File: src/rtl/ps2rx_pkg.sv
package ps2rx_pkg;
  localparam int FRAME_BITS = 11;
  localparam logic [7:0] PFX_EXT = 8'hE0;
  localparam logic [7:0] PFX_REL = 8'hF0;

  // Odd parity holds when data plus parity carry an odd count of ones.
  function automatic logic parity_odd(input logic [8:0] dat_par);
    return ^dat_par;
  endfunction

  function automatic logic frame_ok(input logic [FRAME_BITS-1:0] f);
    return (f[0] == 1'b0) && (f[FRAME_BITS-1] == 1'b1) && parity_odd(f[9:1]);
  endfunction

  function automatic logic [7:0] frame_byte(input logic [FRAME_BITS-1:0] f);
    return f[8:1];
  endfunction
endpackage

File: src/rtl/ps2_line_cond.sv
module ps2_line_cond #(
  parameter int SYNC_STAGES = 2,
  parameter int FILT_LEN    = 8
) (
  input  logic clk,
  input  logic rst_n,
  input  logic line_i,
  output logic level_o
);
  localparam int CW = $clog2(FILT_LEN + 1);

  logic [SYNC_STAGES-1:0] sync_q;
  logic [CW-1:0]          cnt_q;
  logic                   synced;

  assign synced = sync_q[SYNC_STAGES-1];

  always_ff @(posedge clk) begin
    if (!rst_n) begin
      sync_q  <= '1;
      cnt_q   <= '0;
      level_o <= 1'b1;
    end else begin
      sync_q <= {sync_q[SYNC_STAGES-2:0], line_i};
      if (synced == level_o) begin
        cnt_q <= '0;
      end else if (cnt_q == CW'(FILT_LEN - 1)) begin
        level_o <= synced;
        cnt_q   <= '0;
      end else begin
        cnt_q <= cnt_q + 1'b1;
      end
    end
  end
endmodule

File: src/rtl/ps2_frame_shifter.sv
module ps2_frame_shifter
  import ps2rx_pkg::*;
#(
  parameter int TIMEOUT_CYC = 200000
) (
  input  logic       clk,
  input  logic       rst_n,
  input  logic       kclk_lvl_i,
  input  logic       kdat_lvl_i,
  output logic       byte_stb_o,
  output logic [7:0] byte_o,
  output logic       err_stb_o,
  output logic [3:0] bit_idx_o,
  output logic       timeout_o
);
  localparam int TW = $clog2(TIMEOUT_CYC + 1);

  logic                  kclk_prev_q;
  logic                  fall;
  logic [FRAME_BITS-1:0] shift_q;
  logic [FRAME_BITS-1:0] frame_w;
  logic [TW-1:0]         idle_q;
  logic                  last_bit;

  assign fall      = kclk_prev_q & ~kclk_lvl_i;
  assign frame_w   = {kdat_lvl_i, shift_q[FRAME_BITS-1:1]};
  assign last_bit  = (bit_idx_o == 4'(FRAME_BITS - 1));
  assign timeout_o = (bit_idx_o != 4'd0) && !fall && (idle_q == TW'(TIMEOUT_CYC - 1));

  always_ff @(posedge clk) begin
    if (!rst_n) begin
      kclk_prev_q <= 1'b1;
      shift_q     <= '1;
      bit_idx_o   <= '0;
      idle_q      <= '0;
      byte_stb_o  <= 1'b0;
      err_stb_o   <= 1'b0;
      byte_o      <= '0;
    end else begin
      kclk_prev_q <= kclk_lvl_i;
      byte_stb_o  <= 1'b0;
      err_stb_o   <= 1'b0;
      if (fall) begin
        shift_q <= frame_w;
        idle_q  <= '0;
        if (last_bit) begin
          bit_idx_o <= '0;
          if (frame_ok(frame_w)) begin
            byte_stb_o <= 1'b1;
            byte_o     <= frame_byte(frame_w);
          end else begin
            err_stb_o <= 1'b1;
          end
        end else begin
          bit_idx_o <= bit_idx_o + 4'd1;
        end
      end else if (timeout_o) begin
        bit_idx_o <= '0;
        idle_q    <= '0;
      end else if (bit_idx_o != 4'd0) begin
        idle_q <= idle_q + 1'b1;
      end else begin
        idle_q <= '0;
      end
    end
  end
endmodule

File: src/rtl/ps2_seq_tracker.sv
module ps2_seq_tracker
  import ps2rx_pkg::*;
(
  input  logic       clk,
  input  logic       rst_n,
  input  logic       byte_stb_i,
  input  logic [7:0] byte_i,
  input  logic       err_stb_i,
  output logic [7:0] code_o,
  output logic       rel_o,
  output logic       ext_o,
  output logic       valid_o
);
  logic rel_pend_q;
  logic ext_pend_q;

  always_ff @(posedge clk) begin
    if (!rst_n) begin
      rel_pend_q <= 1'b0;
      ext_pend_q <= 1'b0;
      code_o     <= '0;
      rel_o      <= 1'b0;
      ext_o      <= 1'b0;
      valid_o    <= 1'b0;
    end else begin
      valid_o <= 1'b0;
      if (err_stb_i) begin
        rel_pend_q <= 1'b0;
        ext_pend_q <= 1'b0;
      end else if (byte_stb_i) begin
        if (byte_i == PFX_EXT) begin
          ext_pend_q <= 1'b1;
        end else if (byte_i == PFX_REL) begin
          rel_pend_q <= 1'b1;
        end else begin
          code_o     <= byte_i;
          rel_o      <= rel_pend_q;
          ext_o      <= ext_pend_q;
          valid_o    <= 1'b1;
          rel_pend_q <= 1'b0;
          ext_pend_q <= 1'b0;
        end
      end
    end
  end
endmodule

File: src/rtl/ps2_scan_receiver.sv
module ps2_scan_receiver #(
  parameter int SYNC_STAGES = 2,
  parameter int FILT_LEN    = 8,
  parameter int TIMEOUT_CYC = 200000
) (
  input  logic       clk,
  input  logic       rst_n,
  input  logic       ps2_clk_i,
  input  logic       ps2_dat_i,
  output logic [7:0] code_o,
  output logic       release_o,
  output logic       extended_o,
  output logic       valid_o,
  output logic       frame_err_o
);
  localparam int NLINES = 2;

  logic [NLINES-1:0] line_raw;
  logic [NLINES-1:0] line_lvl;
  logic              byte_stb_w;
  logic [7:0]        byte_w;
  logic [3:0]        bit_idx_w;
  logic              timeout_w;

  assign line_raw = {ps2_dat_i, ps2_clk_i};

  for (genvar g = 0; g < NLINES; g++) begin : g_line
    ps2_line_cond #(.SYNC_STAGES(SYNC_STAGES), .FILT_LEN(FILT_LEN)) u_cond (
      .clk     (clk),
      .rst_n   (rst_n),
      .line_i  (line_raw[g]),
      .level_o (line_lvl[g])
    );
  end

  ps2_frame_shifter #(.TIMEOUT_CYC(TIMEOUT_CYC)) u_shift (
    .clk        (clk),
    .rst_n      (rst_n),
    .kclk_lvl_i (line_lvl[0]),
    .kdat_lvl_i (line_lvl[1]),
    .byte_stb_o (byte_stb_w),
    .byte_o     (byte_w),
    .err_stb_o  (frame_err_o),
    .bit_idx_o  (bit_idx_w),
    .timeout_o  (timeout_w)
  );

  ps2_seq_tracker u_track (
    .clk        (clk),
    .rst_n      (rst_n),
    .byte_stb_i (byte_stb_w),
    .byte_i     (byte_w),
    .err_stb_i  (frame_err_o),
    .code_o     (code_o),
    .rel_o      (release_o),
    .ext_o      (extended_o),
    .valid_o    (valid_o)
  );
endmodule

File: config.mk
export PLATFORM = sky130hd
export DESIGN_NAME = ps2_scan_receiver
export DESIGN_NICKNAME = d
export VERILOG_FILES = /design/src/rtl/ps2rx_pkg.sv /design/src/rtl/ps2_line_cond.sv /design/src/rtl/ps2_frame_shifter.sv /design/src/rtl/ps2_seq_tracker.sv /design/src/rtl/ps2_scan_receiver.sv
export SDC_FILE = /design/constraint.sdc
export NUM_CORES = 1
export LEC_CHECK = 0
export BUFFER_PORTS_ARGS = -buffer_cell sky130_fd_sc_hd__buf_4
export CAP_MARGIN = 25
export CORE_MARGIN = 2
export CORE_UTILIZATION = 60
export CTS_BUF_LIST = sky130_fd_sc_hd__clkbuf_4
export CTS_CLUSTER_DIAMETER = 150
export DETAILED_ROUTE_END_ITERATION = 7
export GPL_ROUTABILITY_DRIVEN = 0
export PLACE_DENSITY_LB_ADDON = 0.15
export SLEW_MARGIN = 40
export SYNTH_ARGS = -nofsm -noshare
export SYNTH_HDL_FRONTEND = slang
export SYNTH_SLANG_ARGS = --single-unit
File: constraint.sdc
create_clock -name clk -period 1.9 [get_ports clk]
set_clock_uncertainty 0.1 [all_clocks]
set_input_delay 0.19 -clock clk [delete_from_list [all_inputs] [get_ports clk]]
set_output_delay 0.19 -clock clk [all_outputs]
set_load 0.03 [all_outputs]
==> impl_metrics.json <==
{
  "cp-end-kind": "flop",
  "synth.avg_cell_area_sq_um": 9.30,
  "synth_simple_gate_area_share_pct": 24.2,
  "reg2reg_slack_ns": 0.12,
  "tightest_slew_ns": 0.506,
  "wl_mm": 5.00,
  "final-max-slew-violation-count": 0,
  "ys_types": 42,
  "wl_per_cell_um": 12.6,
  "worst_r2r_path_depth": 4,
  "setup_viol": 0,
  "synthCells": 310,
  "antenna_left": 0,
  "grt_pass1_wl_mm": 8.49,
  "grt_max_degree": 29,
  "die_h_um": 73.3,
  "p_leak_nw": 1.32,
  "fin_crit_sh_pct": 93.6,
  "layout_commonest_cell": "dfxtp_1",
  "cts_max_path_buffers": 2,
  "slew_headroom_pct": 65.8,
  "arrival_ns": 1.99,
  "holdPathEnd": "g_line[0].u_cond.sync_q[1]",
  "grt_overflow": 0,
  "drt_first_pass_iters": 4,
  "vias": 2118,
  "p_total_w": 0.00256,
  "synthArstFlopShare_pct": 0,
  "fp.coreArea_sq_um": 4690,
  "grt_pass1_vias": 2011,
  "hold_path_class": "reg -> reg",
  "drive_gt1_share_pct": 14.3,
  "crit_fanout": 8,
  "finalCriticalPeriod_ns": 1.78,
  "synth-seq-cells": 70,
  "hold_slack_ns": 0.321,
  "tns_ns": 0,
  "netlist_area_sq_um": 2880,
  "fp.dieW_um": 73.3,
  "cts.sinks": 70,
  "yosysSeqAreaShare_pct": 48.6,
  "synthAdderAreaFrac_pct": 2.60,
  "synth_top_family_by_area": "simple AND/OR/NAND/NOR gates",
  "r2r-start": "u_shift.shift_q[2]",
  "crit_buf_inv": 0,
  "synth-xor-area-share_pct": 8.07,
  "start_util_pct": 61.5,
  "cts-root-buf": "clkbuf_4",
  "required_ns": 2.11,
  "timing.fmax_mhz": 562,
  "hp-start": "g_line[0].u_cond.sync_q[0]",
  "drt-vias-per-instance": 5.35,
  "grt_util_all_layers_pct": 20.8,
  "synth_top_area_cell": "dfxtp_1",
  "status": "finished, final reports clean",
  "drc": 0,
  "ir_drop_mv": 0.576,
  "min_path_cells": 1,
  "startpoint_type": "flop",
  "synth_area_leaders": "dfxtp_1, mux2i_1, nand2_1",
  "synth_compound_area_share_pct": 4.95,
  "yosys_warnings": 0,
  "htree_levels": 3,
  "mostFrequentLayoutCells": "dfxtp_1, nand2_1, nor2_1",
  "grt_setup_unrepaired": "no",
  "power_density_nw_per_um2": 780,
  "antenna_cells": 0,
  "synth_nets": 320,
  "crit_path_cell_trace": "xnor3_4 > nor4b_2 > mux2_4 > mux2i_1",
  "synth.area.mux_share_pct": 7.81,
  "max_stage_delay_ns": 0.52,
  "finalHoldViolCount": 0,
  "worst_r2r_endpoint": "u_shift.byte_o[2]",
  "antenna_found_initial": 0,
  "path_clk_slew_ns": 0.11,
  "io_pins": 16,
  "numCtsBuffers": 9,
  "netlist.area_leader.share_pct": 48.6,
  "cts_setup_buffers": 0,
  "io_buffers": 15,
  "critPathKind": "reg -> reg",
  "drt_iter0_markers": 98,
  "final_nets": 347,
  "hpwlAfterDp_mm": 3.55,
  "fin_util_pct": 69.9,
  "max_cap_viol_count": 0,
  "num_rows": 25,
  "dieArea_sq_um": 5380,
  "area_delta_synth_final_pct": 13.8,
  "synth-edff-count": 0,
  "cts_tree": "built",
  "synth_ff_type": "dfxtp_1",
  "clock_latency_ns": 0.42,
  "slowest_stage": "xnor3_4",
  "crit_family": "XOR/XNOR gates"
}
-- worst max-delay path by stage --
| stage | from | end | slack (ns) | cells past startpoint |
|---|---|---|---|---|
| floorplan | u_shift.shift_q[2] | u_shift.byte_o[0] | 0.18 | 5 |
| global placement | u_shift.shift_q[6] | u_shift.byte_o[5] | 0.19 | 4 |
| detailed placement | u_shift.shift_q[6] | u_shift.byte_o[0] | 0.14 | 4 |
| CTS | u_shift.bit_idx_o[0] | u_shift.byte_o[2] | 0.12 | 6 |
| global route | u_shift.bit_idx_o[0] | u_shift.byte_o[6] | 0.02 | 6 |
| finish | u_shift.shift_q[2] | u_shift.byte_o[2] | 0.12 | 4 |
-- layer usage --
metal / vias up / GRT usage [%] / routed length, um
li1: 1108 / - / -
met3: 14 / 3.98 / 140
met1: 958 / 24.4 / 2340
met5: - / 0 / 0
met2: 38 / 34.9 / 2380
met4: 0 / 12.9 / 141
-- synth_stat cells (2+ instances only) --
master,count
buf_2,3
nor3b_1,2
and4_1,2
dfxtp_1,70
clkbuf_1,8
nand2_1,41
xor2_1,16
a21oi_1,8
nor2_1,31
nand3b_1,3
or3_1,7
o21ai_0,7
nand2b_1,5
or2_2,2
or2b_2,2
nand4_1,6
a31oi_1,2
o22ai_1,2
nand3_1,22
nor2b_1,2
inv_1,14
nor3_1,2
and3_1,3
xnor2_1,5
ha_1,6
nor4b_1,3
mux2i_1,21
-- cell type report --
class | count | area [sq um]
Sequential cell | 70 | 1400
Fill cell | 361 | 1410
Multi-Input combinational cell | 214 | 1390
Tap cell | 54 | 67.6
Clock inverter | 7 | 88.8
Inverter | 14 | 52.6
Timing Repair Buffer | 28 | 218
Clock buffer | 9 | 67.6
-- what timing repair did --
item / 4_1_cts / 5_1_grt
gates resized for setup: 0 / 2
endpoints found under the hold margin: 9 / 0
hold buffers: 3 / 0
setup endpoints to repair: 0 / 3
-- flip-flops by register name, indices dropped and copies added, names as in the netlist, 2 cells and up --
name,cells
u_track.code_o,8
u_shift.byte_o,8
g_line.u_cond.level_o,2
u_shift.shift_q,10
g_line.u_cond.sync_q,4
u_shift.idle_q,18
g_line.u_cond.cnt_q,8
u_shift.bit_idx_o,4
-- cells by family (layout without fill, tap and decap cells) --
kind of cell,count (synthesis),count (layout)
xor+xnor,23,23
flops,70,70
simple gates,139,139
mux,22,22
fa+ha+maj,6,6
compound gates,24,24
buf+inv,26,58
-- through the flow --
step / instance area [sq um] / worst slack [ns] / cells
3_5_place_dp: 3080 / 0.140 / 377
4_1_cts: 3270 / 0.116 / 396
2_1_floorplan: 2880 / 0.180 / 310
3_3_place_gp: 3080 / 0.195 / 377
5_1_grt: 3280 / 0.0179 / 396
6_report: 3280 / 0.122 / 396
-- power by group --
group	total [W]	switching (W)	internal, W
clock	0.00104	0.000516	0.000524
sequential	0.00147	0.00000227	0.00147
combinational	0.0000461	0.0000268	0.0000193
total	0.00256	0.000545	0.00202
Note: power is estimated with default switching activity, not from simulation.
